[config.mk]
export PLATFORM = sky130hd
export DESIGN_NAME = cdiv_pair
export DESIGN_NICKNAME = d
export VERILOG_FILES = /design/src/rtl/cdiv_pkg.sv /design/src/rtl/cdiv_cfg.sv /design/src/rtl/cdiv_core.sv /design/src/rtl/cdiv_phase.sv /design/src/rtl/cdiv_pair.sv
export SDC_FILE = /design/constraint.sdc
export NUM_CORES = 1
export LEC_CHECK = 0
export ABC_CLOCK_PERIOD_IN_PS = 4600
export BUFFER_PORTS_ARGS = -buffer_cell sky130_fd_sc_hd__buf_2
export CAP_MARGIN = 20
export CORE_ASPECT_RATIO = 0.9
export CORE_MARGIN = 3
export CORE_UTILIZATION = 60
export CTS_CLUSTER_DIAMETER = 120
export DETAILED_ROUTE_END_ITERATION = 6
export GPL_TIMING_DRIVEN = 0
export PLACE_DENSITY_LB_ADDON = 0.1
export SYNTH_ARGS = -nofsm -noshare
export SYNTH_HDL_FRONTEND = slang
export SYNTH_SLANG_ARGS = --single-unit
[constraint.sdc]
create_clock -name clk -period 4.6 [get_ports clk]
set_input_delay 0.23 -clock clk [delete_from_list [all_inputs] [get_ports clk]]
set_output_delay 0.23 -clock clk [all_outputs]
set_load 0.005 [all_outputs]
[src/rtl/cdiv_pkg.sv]
package cdiv_pkg;

  typedef enum logic [1:0] {
    SEL_DIV  = 2'd0,
    SEL_DLY  = 2'd1,
    SEL_HALF = 2'd2,
    SEL_NONE = 2'd3
  } cfg_sel_e;

  localparam int RST_DIV   = 2;
  localparam int RST_WHOLE = 5;

endpackage

[src/rtl/cdiv_cfg.sv]
module cdiv_cfg
  import cdiv_pkg::*;
#(
  parameter int DATA_W    = 16,
  parameter int DIV_MAX   = 1045,
  parameter int EXT_AT    = 26,
  parameter int NRM_MIN_H = 9,
  parameter int NRM_MAX_H = 24,
  parameter int EXT_MIN_H = 25,
  parameter int EXT_MAX_H = 1044,
  parameter int DIV_W     = 11,
  parameter int WH_W      = 10
) (
  input  logic              clk,
  input  logic              rst,
  input  logic              we,
  input  logic [1:0]        sel,
  input  logic [DATA_W-1:0] wdata,
  output logic [DIV_W-1:0]  div_c,
  output logic [WH_W-1:0]   whole_c,
  output logic              half_c,
  output logic              clamped
);

  localparam int RQ_W   = WH_W + 2;
  localparam int ONE_LO = NRM_MIN_H + (NRM_MIN_H % 2);
  localparam int ONE_HI = NRM_MAX_H - (NRM_MAX_H % 2);

  localparam logic [DIV_W-1:0] DMAX_V = DIV_W'(DIV_MAX);
  localparam logic [DIV_W-1:0] EXT_V  = DIV_W'(EXT_AT);
  localparam logic [DIV_W-1:0] ONE_V  = DIV_W'(1);
  localparam logic [RQ_W-1:0]  NLO_V  = RQ_W'(NRM_MIN_H);
  localparam logic [RQ_W-1:0]  NHI_V  = RQ_W'(NRM_MAX_H);
  localparam logic [RQ_W-1:0]  OLO_V  = RQ_W'(ONE_LO);
  localparam logic [RQ_W-1:0]  OHI_V  = RQ_W'(ONE_HI);
  localparam logic [RQ_W-1:0]  ELO_V  = RQ_W'(EXT_MIN_H);
  localparam logic [RQ_W-1:0]  EHI_V  = RQ_W'(EXT_MAX_H);

  logic [DIV_W-1:0] div_r;
  logic [WH_W-1:0]  whole_r;
  logic             half_r;
  logic             is_ext, is_one, hreq;
  logic [RQ_W-1:0]  dreq, lo, hi, dc;

  // Pending registers; the active copy lives in the core.
  always_ff @(posedge clk) begin
    if (rst) begin
      div_r   <= DIV_W'(RST_DIV);
      whole_r <= WH_W'(RST_WHOLE);
      half_r  <= 1'b0;
      clamped <= 1'b0;
    end else begin
      if (we) begin
        case (cfg_sel_e'(sel))
          SEL_DIV:  div_r   <= wdata[DIV_W-1:0];
          SEL_DLY:  whole_r <= wdata[WH_W-1:0];
          SEL_HALF: half_r  <= wdata[0];
          default:  ;
        endcase
      end
      clamped <= (div_c != div_r) || (dc != dreq);
    end
  end

  // Legalise divide first, then delay against the mode window.
  always_comb begin
    if (div_r == '0)          div_c = ONE_V;
    else if (div_r > DMAX_V)  div_c = DMAX_V;
    else                      div_c = div_r;
    is_ext = (div_c >= EXT_V);
    is_one = (div_c == ONE_V);
    hreq   = half_r & ~is_one;
    dreq   = {1'b0, whole_r, hreq};
    lo     = is_ext ? ELO_V : (is_one ? OLO_V : NLO_V);
    hi     = is_ext ? EHI_V : (is_one ? OHI_V : NHI_V);
    if (dreq < lo)       dc = lo;
    else if (dreq > hi)  dc = hi;
    else                 dc = dreq;
    whole_c = WH_W'(dc >> 1);
    half_c  = dc[0];
  end

  a_r11_flag_high: assert property (@(posedge clk) disable iff (rst)
    (div_r > DMAX_V) |=> clamped);
  a_r5_normal_window: assert property (@(posedge clk) disable iff (rst)
    (!is_ext) |-> ({1'b0, whole_c, half_c} >= NLO_V && {1'b0, whole_c, half_c} <= NHI_V));
  a_r6_ext_window: assert property (@(posedge clk) disable iff (rst)
    is_ext |-> ({1'b0, whole_c, half_c} >= ELO_V && {1'b0, whole_c, half_c} <= EHI_V));
  a_r7_one_no_half: assert property (@(posedge clk) disable iff (rst)
    (div_c == ONE_V) |-> !half_c);

endmodule

[src/rtl/cdiv_core.sv]
module cdiv_core #(
  parameter int EXT_AT = 26,
  parameter int DIV_W  = 11,
  parameter int WH_W   = 10
) (
  input  logic             clk,
  input  logic             rst,
  input  logic             sync,
  input  logic [DIV_W-1:0] div_c,
  input  logic [WH_W-1:0]  whole_c,
  input  logic             half_c,
  output logic             run,
  output logic             p,
  output logic             one_sel,
  output logic             odd_sel,
  output logic             half_sel,
  output logic             ext_mode
);

  localparam logic [DIV_W-1:0] EXT_V = DIV_W'(EXT_AT);
  localparam logic [DIV_W-1:0] ONE_V = DIV_W'(1);

  logic [DIV_W-1:0] act_div, cnt, cnt_n, hcnt;
  logic [WH_W-1:0]  dcnt;
  logic             act_half, armed;

  always_comb begin
    hcnt  = act_div >> 1;
    cnt_n = (cnt == act_div - ONE_V) ? '0 : cnt + ONE_V;
  end

  always_ff @(posedge clk) begin
    if (rst) begin
      act_div  <= '0;
      act_half <= 1'b0;
      ext_mode <= 1'b0;
      dcnt     <= '0;
      cnt      <= '0;
      armed    <= 1'b0;
      run      <= 1'b0;
      p        <= 1'b0;
    end else if (sync) begin
      act_div  <= div_c;
      act_half <= half_c;
      ext_mode <= (div_c >= EXT_V);
      dcnt     <= whole_c;
      cnt      <= '0;
      armed    <= 1'b1;
      run      <= 1'b0;
      p        <= 1'b0;
    end else if (armed && !run) begin
      if (dcnt == '0) begin
        run <= 1'b1;
        p   <= 1'b1;
        cnt <= '0;
      end else begin
        dcnt <= dcnt - 1'b1;
      end
    end else if (run) begin
      cnt <= cnt_n;
      p   <= (cnt_n < hcnt);
    end
  end

  assign one_sel  = (act_div == ONE_V);
  assign odd_sel  = act_div[0];
  assign half_sel = act_half;

  a_r9_sync_stops_run: assert property (@(posedge clk) disable iff (rst)
    sync |=> !run);
  a_r1_cnt_in_period: assert property (@(posedge clk) disable iff (rst)
    run |-> (cnt < act_div));
  a_r4_start_after_count: assert property (@(posedge clk) disable iff (rst)
    $rose(run) |-> ($past(dcnt) == '0 && !$past(sync)));
  a_r3_mode_matches_div: assert property (@(posedge clk) disable iff (rst)
    ext_mode == (act_div >= EXT_V));
  a_r3_mode_only_on_sync: assert property (@(posedge clk) disable iff (rst)
    !$past(sync) |-> $stable(ext_mode));

endmodule

[src/rtl/cdiv_phase.sv]
module cdiv_phase (
  input  logic clk,
  input  logic rst,
  input  logic run,
  input  logic p,
  input  logic one_sel,
  input  logic odd_sel,
  input  logic half_sel,
  output logic clk_out
);

  logic n_q, p2_q, pick;

  // Falling-edge retime of the count: odd duty and half-step share it.
  always_ff @(negedge clk) begin
    if (rst) n_q <= 1'b0;
    else     n_q <= p;
  end

  always_ff @(posedge clk) begin
    if (rst) p2_q <= 1'b0;
    else     p2_q <= p;
  end

  always_comb begin
    if (one_sel) begin
      pick = clk;
    end else begin
      case ({half_sel, odd_sel})
        2'b00:   pick = p;
        2'b01:   pick = p | n_q;
        2'b10:   pick = n_q;
        default: pick = n_q | p2_q;
      endcase
    end
    clk_out = run & pick;
  end

  a_r2_idle_shadow_low: assert property (@(posedge clk) disable iff (rst)
    !run |=> !p2_q);

endmodule

[src/rtl/cdiv_pair.sv]
module cdiv_pair #(
  parameter int DATA_W    = 16,
  parameter int DIV_MAX   = 1045,
  parameter int EXT_AT    = 26,
  parameter int NRM_MIN_H = 9,
  parameter int NRM_MAX_H = 24,
  parameter int EXT_MIN_H = 25,
  parameter int EXT_MAX_H = 1044
) (
  input  logic              clk,
  input  logic              rst,
  input  logic              sync,
  input  logic              cfg_we,
  input  logic [1:0]        cfg_sel,
  input  logic [DATA_W-1:0] cfg_wdata,
  output logic              clk_out_a,
  output logic              clk_out_b,
  output logic              ext_mode,
  output logic              cfg_clamped
);

  localparam int DIV_W = $clog2(DIV_MAX + 1);
  localparam int WH_W  = $clog2(EXT_MAX_H + 1) - 1;

  logic [DIV_W-1:0] div_c;
  logic [WH_W-1:0]  whole_c;
  logic             half_c, run, p, one_sel, odd_sel, half_sel, clk_div;

  cdiv_cfg #(
    .DATA_W(DATA_W), .DIV_MAX(DIV_MAX), .EXT_AT(EXT_AT),
    .NRM_MIN_H(NRM_MIN_H), .NRM_MAX_H(NRM_MAX_H),
    .EXT_MIN_H(EXT_MIN_H), .EXT_MAX_H(EXT_MAX_H),
    .DIV_W(DIV_W), .WH_W(WH_W)
  ) cfg_i (
    .clk(clk), .rst(rst), .we(cfg_we), .sel(cfg_sel), .wdata(cfg_wdata),
    .div_c(div_c), .whole_c(whole_c), .half_c(half_c), .clamped(cfg_clamped)
  );

  cdiv_core #(
    .EXT_AT(EXT_AT), .DIV_W(DIV_W), .WH_W(WH_W)
  ) core_i (
    .clk(clk), .rst(rst), .sync(sync),
    .div_c(div_c), .whole_c(whole_c), .half_c(half_c),
    .run(run), .p(p), .one_sel(one_sel), .odd_sel(odd_sel),
    .half_sel(half_sel), .ext_mode(ext_mode)
  );

  cdiv_phase phase_i (
    .clk(clk), .rst(rst), .run(run), .p(p),
    .one_sel(one_sel), .odd_sel(odd_sel), .half_sel(half_sel),
    .clk_out(clk_div)
  );

  assign clk_out_a = clk_div;
  assign clk_out_b = clk_div;

endmodule

==> results of run 1 <==
-- layout make-up --
type                       instances  area [µm²]
buffer                            28         125
clock buffer                      23         279
clock inverter                     6        55.1
fill                             516        1780
inverter                          23        86.3
multi-input combinational        363        2430
sequential                        62        1240
tap                               87         109
timing repair buffer              16        80.1
-- where the power goes --
group / total [mW] / switching (mW) / internal (mW)
combinational: 0.275 / 0.157 / 0.117
clock: 0.619 / 0.244 / 0.375
sequential: 0.592 / 0.0291 / 0.563
total: 1.48 / 0.430 / 1.05
-- state kept, by name, indices dropped and copies added (netlist names) --
register	flops
core_i.half_sel	1
phase_i.n_q	1
cfg_i.whole_r	10
core_i.ext_mode	1
phase_i.p2_q	1
cfg_i.half_r	1
cfg_i.div_r	11
core_i.run	1
core_i.cnt	11
cfg_i.clamped	1
core_i.p	1
core_i.act_div	11
core_i.dcnt	10
core_i.armed	1
-- worst min path at each step --
| stage | start | end | slack (ns) | depth (start not counted) |
|---|---|---|---|---|
| after floorplan | cfg_wdata[0] | cfg_i.whole_r[0]$_SDFFE_PP1P_ | 0.36 | 2 |
| after global placement | cfg_wdata[1] | cfg_i.div_r[1]$_SDFFE_PP1P_ | 0.47 | 3 |
| after detailed placement | cfg_wdata[1] | cfg_i.div_r[1]$_SDFFE_PP1P_ | 0.48 | 3 |
| after CTS | cfg_wdata[1] | cfg_i.div_r[1]$_SDFFE_PP1P_ | 0.02 | 3 |
| after global routing | cfg_wdata[1] | cfg_i.div_r[1]$_SDFFE_PP1P_ | 0.02 | 3 |
| final | cfg_wdata[1] | cfg_i.div_r[1]$_SDFFE_PP1P_ | 0.03 | 3 |
-- per-stage QoR --
stage | cells | util | setup slack, ns
after floorplan | 477 | - | 0.840
after CTS | 608 | 0.707 | 0.170
after detailed placement | 582 | 0.656 | 0.261
after global routing | 608 | 0.712 | 0.0172
final | 608 | 0.712 | 0.221
after global placement | 582 | 0.656 | 0.224
-- synth_stat cells (9+ instances only) --
master	n
nand3b_1	9
nor4_1	9
o21ai_0	12
nand2_1	23
clkbuf_1	20
nor3_1	16
nor2_1	60
xnor2_1	12
dfxtp_1	62
a211oi_1	11
nand3_1	12
inv_1	24
ha_1	18
mux2i_1	25
nand2b_1	11
or2_2	11
xor2_1	9
a21oi_1	33
-- routing by layer --
layer  global-route usage  vias to the layer above  part of all wire
met3               0.0833                       22             0.063
li1                     -                     1804                 -
met2                0.411                      123              0.42
met1                0.390                     1745              0.49
met4                0.148                        0             0.024
met5                    0                        -                 0
-- worst max-delay path: stages, from the launching register on --
cell and delay, ns:
dfxtp_1 0.30, mux2i_1 0.13, o21ai_0 0.13, mux2i_1 0.23
nor2_1 0.08, clkbuf_8 0.14, clkbuf_8 0.12, buf_4 0.12
buf_2 0.11
-- layout by cell type (no fill, tap or decap), types with 16 or more instances in the layout --
master / netlist / routed
nor2_1: 60 / 60
buf_2: 3 / 21
a21oi_1: 33 / 33
dfxtp_1: 62 / 61
ha_1: 18 / 17
nand2_1: 23 / 23
nor3_1: 16 / 16
inv_1: 24 / 22
mux2i_1: 25 / 25
clkbuf_8: 0 / 19
clkbuf_1: 20 / 22
-- logic make-up (layout without fill, tap and decap cells) --
family	Yosys count	after routing	share of synthesized area
AOI/OAI and AO/OA	104	104	0.182
xor gates and xnor gates	21	21	0.0477
adders and majority gates	18	18	0.0584
buffers and inverters	52	96	0.0549
DFF	62	62	0.322
muxes	25	25	0.0649
and+or+nand+nor	195	195	0.270
==> impl_metrics.ini, run 1 <==
[pwr]
power_mw = 1.48
irDropWorstVdd_v = 0.000307
power_density_nw_per_um2 = 337
power.leakage_nw = 1.81

[global_routing]
gr-usage-all-layers = 0.286
overflow = 0
grt_pass1_vias = 3382
antenna_found_initial = 0
grt_first_pass_wirelength_mm = 16.5
grt_max_degree = 11

[worst_setup_path]
crit_path_end = clk_out_b
arrival_ns = 4.15
path_class = flip-flop to primary output
r2r_slack_ns = 0.30
reg2reg_to = core_i.p$_SDFFE_PP0P_
startpoint_type = flip-flop
worstSetupStartpoint = phase_i.n_q$_DFF_N_
end_kind = primary output
required_ns = 4.37
rr_startpoint = core_i.act_div[1]$_SDFFE_PP0P_
crit_fanout = 2
reg2reg_depth = 18

[logic_synthesis]
synth_top_area_share = 0.322
ys_ff_latch = 62
avgSynthCellArea_um2 = 8.08
syn_inst = 477
ys.flop_type = dfxtp_1
ys_top_cells_by_area = dfxtp_1, mux2i_1, ha_1
netlist_area_um2 = 3850
mappedNetlistNets = 517
ys_warn_count = 0
async_flop_share = 0
seq_area_frac_synth = 0.322
synth-edff-count = 0
synth_top_area_cell = dfxtp_1
yosysUniqueCellTypes = 59

[sta]
worst_slew_pin_slew_ns = 0.734
setup_viol = 0
finClkSkew_ns = 0.0510
slew_headroom = 0.510
finalMaxSlewViolations = 0
fin_setup_tns_ns = 0
rsz0062_at_grt = false
fin_worst_hold_slack_ns = 0.0261
hold_violations = 0

[clock_network]
insertion_delay_ns = 0.49
path_clk_slew_ns = 0.07
hold_buffers = 0
cts_tree = done
post_cts_buffers = 0
cts_resized = 0

[place]
gp_congestion = 0.858
hpwl_mm = 7.31
numPortBuffers = 18
place_area_um2 = 4050

[job]
drv_cap = 0

[layout]
finalInstanceArea_um2 = 4400
nets = 556
final_layout_size_suffix_gt1_frac = 0.136
antenna_cells = 0
synthToLayoutAreaGrowth_pct = 14.3

[floorplan]
core_area_um2 = 6180
die_h_um = 82.0
start_util = 0.623
io_pins = 26
die_area_um2 = 7420
dieWidth_um = 90.5
rows = 27

[run_status]
outcome = finished, final reports clean

[drt]
drc = 0
drtIter0Drc = 263
num_vias = 3694
final_antenna_net_count = 0
viasPerCell = 6.08
drtPass1Iterations = 5
routed_wl_mm = 10.1
wl_per_cell_um = 16.5

[worst_hold_path]
hp-class = primary input to flip-flop
Note: power is estimated with default switching activity, not from simulation.
==> inputs of run 2 (changes only) <==
--- a/config.mk
+++ b/config.mk
@@ -5,6 +5,7 @@
 export SDC_FILE = /design/constraint.sdc
 export NUM_CORES = 1
 export LEC_CHECK = 0
+export ABC_AREA = 1
 export ABC_CLOCK_PERIOD_IN_PS = 4600
 export BUFFER_PORTS_ARGS = -buffer_cell sky130_fd_sc_hd__buf_2
 export CAP_MARGIN = 20
==> impl_metrics.ini, run 2 <==
[drt]
final_antenna_net_count = 0
num_vias = 3735
routed_wl_mm = 9.42
wl_per_cell_um = 13.5
drtPass1Iterations = 5
drtIter0Drc = 270
drc = 0
viasPerCell = 5.34

[floorplan]
die_area_um2 = 7420
die_h_um = 82.0
dieWidth_um = 90.5
start_util = 0.623
io_pins = 26
core_area_um2 = 6180
rows = 27

[sta]
setup_viol = 0
fin_setup_tns_ns = 0
finClkSkew_ns = 0.0348
slew_headroom = 0.383
finalMaxSlewViolations = 0
worst_slew_pin_slew_ns = 0.919
setup_ws_ns = 0.417
rsz0062_at_grt = false
hold_violations = 0
fin_worst_hold_slack_ns = 0.104

[global_routing]
overflow = 0
grt_first_pass_wirelength_mm = 16.0
antenna_found_initial = 0
grt_max_degree = 11
grt_pass1_vias = 3452
gr-usage-all-layers = 0.274

[layout]
antenna_cells = 0
layout_common_cells = nand2_1, inv_1, nor2_1, dfxtp_1, o21ai_0
nets = 648
final_layout_size_suffix_gt1_frac = 0.124
finalInstanceArea_um2 = 4330
final_common_cell = nand2_1
final_cells = 700
reg_top3 = cfg_i.div_r (11), core_i.act_div (11), core_i.cnt (11)
synthToLayoutAreaGrowth_pct = 12.3

[clock_network]
post_cts_buffers = 0
insertion_delay_ns = 0.39
cts_tree = done
hold_buffers = 0
path_clk_slew_ns = 0.07
cts_resized = 0

[logic_synthesis]
ys_ff_latch = 62
synthTopCellsByCount = nand2_1, inv_1, nor2_1
avgSynthCellArea_um2 = 6.75
ys.flop_type = dfxtp_1
synth_top_area_share = 0.322
netlist_area_um2 = 3850
ys_top_cells_by_area = dfxtp_1, nand2_1, inv_1
synth_top_area_cell = dfxtp_1
async_flop_share = 0
yosysUniqueCellTypes = 38
yosysMostFrequentCell = nand2_1
seq_area_frac_synth = 0.322
ys_warn_count = 0
mappedNetlistNets = 611
syn_inst = 571
synth-edff-count = 0

[worst_setup_path]
crit_slowest_cell = dfxtp_1
rr_startpoint = cfg_i.div_r[8]$_SDFFE_PP0P_
r2r_slack_ns = 1.41
reg2reg_depth = 20
slowest_delay_ns = 0.31
cp.buffers_inverters = 4
worstPathCellList = a21oi_1 > o221ai_1 > o21ai_0 > a21oi_1 > clkbuf_8 > clkbuf_8 > buf_4 > buf_2
required_ns = 4.37
path_class = flip-flop to primary output
arrival_ns = 3.95
reg2reg_to = cfg_i.clamped$_SDFF_PP0_
worst-path-stages = 8
end_kind = primary output
crit_fanout = 2
cpLargestDelayFamily = buffers and inverters
startpoint_type = flip-flop

[run_status]
outcome = finished, final reports clean

[pwr]
power_density_nw_per_um2 = 341
power.leakage_nw = 2.04
irDropWorstVdd_v = 0.000169

[place]
place_area_um2 = 4060
gp_congestion = 0.897
hpwl_mm = 7.27
dp.cells = 677
pre_cts_ws_ns = 1.09
numPortBuffers = 19

[job]
drv_cap = 0

[worst_hold_path]
min_to = cfg_i.whole_r[2]$_SDFFE_PP1P_
holdPathStages = 3
hp-class = primary input to flip-flop
hp-start = cfg_wdata[2]
-- run 2: cell types whose count changed after synthesis, moves of 9 or more --
cell	before	now
inv_1	24	86
nand3_1	12	37
a21oi_1	33	44
or2_2	11	2
o21ai_0	12	51
nand2b_1	11	0
xnor2_1	12	3
nand2_1	23	93
a211oi_1	11	2
clkbuf_1	20	10
nor4_1	9	0
mux2i_1	25	0
-- run 2: area by class of cell --
cell class | instances | area [µm²]
timing repair buffer | 17 | 85.1
multi-input combinational | 402 | 2200
clock buffer | 20 | 228
tap | 87 | 109
inverter | 92 | 345
buffer | 14 | 65.1
clock inverter | 6 | 55.1
fill | 525 | 1860
sequential | 62 | 1240
-- run 2: report_power, final --
part | leakage, nW | switching (mW) | internal [mW]
Combinational | 1.37 | 0.223 | 0.121
Clock | 0.163 | 0.232 | 0.303
Sequential | 0.506 | 0.0267 | 0.569
-- run 2: how the worst max path moves through the flow --
stage	start	endpoint	slack, ns
floorplan	phase_i.n_q$_DFF_N_	clk_out_b	1.18
global placement	phase_i.n_q$_DFF_N_	clk_out_b	1.11
detailed placement	phase_i.n_q$_DFF_N_	clk_out_b	1.09
CTS	phase_i.n_q$_DFF_N_	clk_out_b	0.40
global route	phase_i.n_q$_DFF_N_	clk_out_b	0.25
finish	phase_i.n_q$_DFF_N_	clk_out_b	0.42
-- run 2: layer usage --
metal,vias up,global-route usage,part of all wire
met5,-,0,0
met4,0,0.125,0.021
met3,19,0.0696,0.057
met2,110,0.411,0.43
met1,1664,0.371,0.49
li1,1942,-,-
-- run 2: per-stage QoR --
step	power [mW]	util
2_1_floorplan	0.869	-
5_1_grt	1.56	0.700
4_1_cts	1.48	0.700
3_5_place_dp	0.950	0.656
3_3_place_gp	0.940	0.656
6_report	1.47	0.700
-- run 2: tightest hold or removal path, delay by kind of cell --
kind / cells / cell delay, ns
buffers and inverters: 1 / 0.09
and+or+nand+nor: 2 / 0.12
-- run 2: kinds of logic (layout without fill, tap and decap cells) --
kind of cell	after synthesis	after routing	synth area share
simple gates	247	247	0.304
xor+xnor	18	18	0.0409
fa+ha+maj	18	18	0.0584
buf+inv	107	149	0.107
flops	62	62	0.322
compound gates	119	119	0.167
==> inputs of run 3 (changes only) <==
--- a/config.mk
+++ b/config.mk
@@ -11,7 +11,7 @@
 export CAP_MARGIN = 20
 export CORE_ASPECT_RATIO = 0.9
 export CORE_MARGIN = 3
-export CORE_UTILIZATION = 60
+export CORE_UTILIZATION = 30
 export CTS_CLUSTER_DIAMETER = 120
 export DETAILED_ROUTE_END_ITERATION = 6
 export GPL_TIMING_DRIVEN = 0
==> impl_metrics.ini, run 3 (same netlist as run 2, synthesis figures left out) <==
[run_status]
outcome = finished, final reports clean

[clock_network]
hold_buffers = 0
path_clk_slew_ns = 0.05
post_cts_buffers = 0
cts_resized = 0
insertion_delay_ns = 0.38
cts_tree = done

[place]
gp_congestion = 0.868
hpwl_mm = 8.70
numPortBuffers = 19

[global_routing]
grt_pass1_vias = 3590
antenna_found_initial = 0
grt_max_degree = 12
gr-usage-all-layers = 0.165
overflow = 0
grt_first_pass_wirelength_mm = 18.4

[sta]
fin_setup_tns_ns = 0
finClkSkew_ns = 0.0506
worst_slew_pin_slew_ns = 0.802
hold_violations = 0
rsz0062_at_grt = false
finalMaxSlewViolations = 0
slew_headroom = 0.461
setup_viol = 0

[floorplan]
rows = 38
core_area_um2 = 12300
dieWidth_um = 125
die_h_um = 114
start_util = 0.313
io_pins = 26
die_area_um2 = 14200

[pwr]
swShare = 0.296
power_frac_clock = 0.479
p_sw_mw = 0.537
irDropWorstVdd_v = 0.000176
combPwrFrac = 0.193
power_density_nw_per_um2 = 392
p_int_mw = 1.28
power.leakage_nw = 2.12
power_frac_seq = 0.328

[worst_setup_path]
required_ns = 4.37
startpoint_type = flip-flop
crit_fanout = 2
arrival_ns = 4.07
end_kind = primary output
path_class = flip-flop to primary output

[worst_hold_path]
hp-class = primary input to flip-flop

[layout]
layout_common_cells = nand2_1, inv_1, nor2_1, dfxtp_1, o21ai_0
fin_util = 0.375
nets = 648
antenna_cells = 0
synthToLayoutAreaGrowth_pct = 19.9
fillers = 1312
final_common_cell = nand2_1
reg_top3 = cfg_i.div_r (11), core_i.act_div (11), core_i.cnt (11)
final_layout_size_suffix_gt1_frac = 0.127

[drt]
viasPerCell = 4.78
final_antenna_net_count = 0
num_vias = 3696
drc = 0
drtPass1Iterations = 5
wl_per_cell_um = 14.4
drtIter0Drc = 228
routed_wl_mm = 11.1

[job]
drv_cap = 0
run 3: worst paths after layout:
path                                        from                       endpoint  slack [ns]  cells after the start
setup / recovery             phase_i.n_q$_DFF_N_                      clk_out_b        0.30                      8
hold reg to reg        core_i.armed$_SDFFE_PP0P_      core_i.armed$_SDFFE_PP0P_        0.47                      2
setup reg to reg  core_i.act_div[0]$_SDFFE_PP0P_          core_i.p$_SDFFE_PP0P_        1.29                     19
hold / removal                      cfg_wdata[6]  cfg_i.whole_r[6]$_SDFFE_PP0P_        0.15                      3
run 3: area by class of cell:
class,count,area (µm²),share of cell area
clock buffers,19,393,0.0850
flip-flops and latches,62,1240,0.269
clock inverters,8,92.6,0.0200
inverters,92,345,0.0747
repair buffers,17,85.1,0.0184
plain buffers,14,65.1,0.0141
multi-input cells,402,2200,0.476
well taps,160,200,0.0433
run 3: power by group through the flow:
stage               Sequential (mW)  Combinational, mW  Clock (mW)
floorplan                     0.599              0.265     0.00474
global placement              0.606              0.345     0.00477
detailed placement            0.606              0.348     0.00477
CTS                           0.595              0.350       0.882
global route                  0.600              0.404       0.914
finish                        0.595              0.349       0.869
run 3: critical path: stages, from the launching register on:
cell       delay [ns]
dfxtp_1          0.31
a21oi_1          0.04
o221ai_1         0.13
o21ai_0          0.10
a21oi_1          0.29
clkbuf_16        0.21
clkbuf_16        0.11
buf_4            0.08
buf_2            0.09
run 3: per-layer routing:
layer / share of wire / vias to the layer above / global-route usage
met4: 0.022 / 0 / 0.0788
met1: 0.51 / 1668 / 0.223
met5: 0 / - / 0
li1: - / 1947 / -
met2: 0.43 / 58 / 0.251
met3: 0.031 / 23 / 0.0384
run 3: metrics by stage:
| stage | power, mW | hold slack, ns | area [µm²] | setup WS [ns] | instances |
|---|---|---|---|---|---|
| final | 1.81 | 0.154 | 4620 | 0.303 | 774 |
| after global routing | 1.92 | 0.167 | 4620 | 0.107 | 774 |
| after CTS | 1.83 | 0.139 | 4620 | 0.226 | 774 |
| after detailed placement | 0.959 | 0.465 | 4150 | 1.10 | 750 |
| after global placement | 0.956 | 0.460 | 4150 | 1.12 | 750 |
| after floorplan | 0.869 | 0.356 | 3850 | 1.18 | 571 |
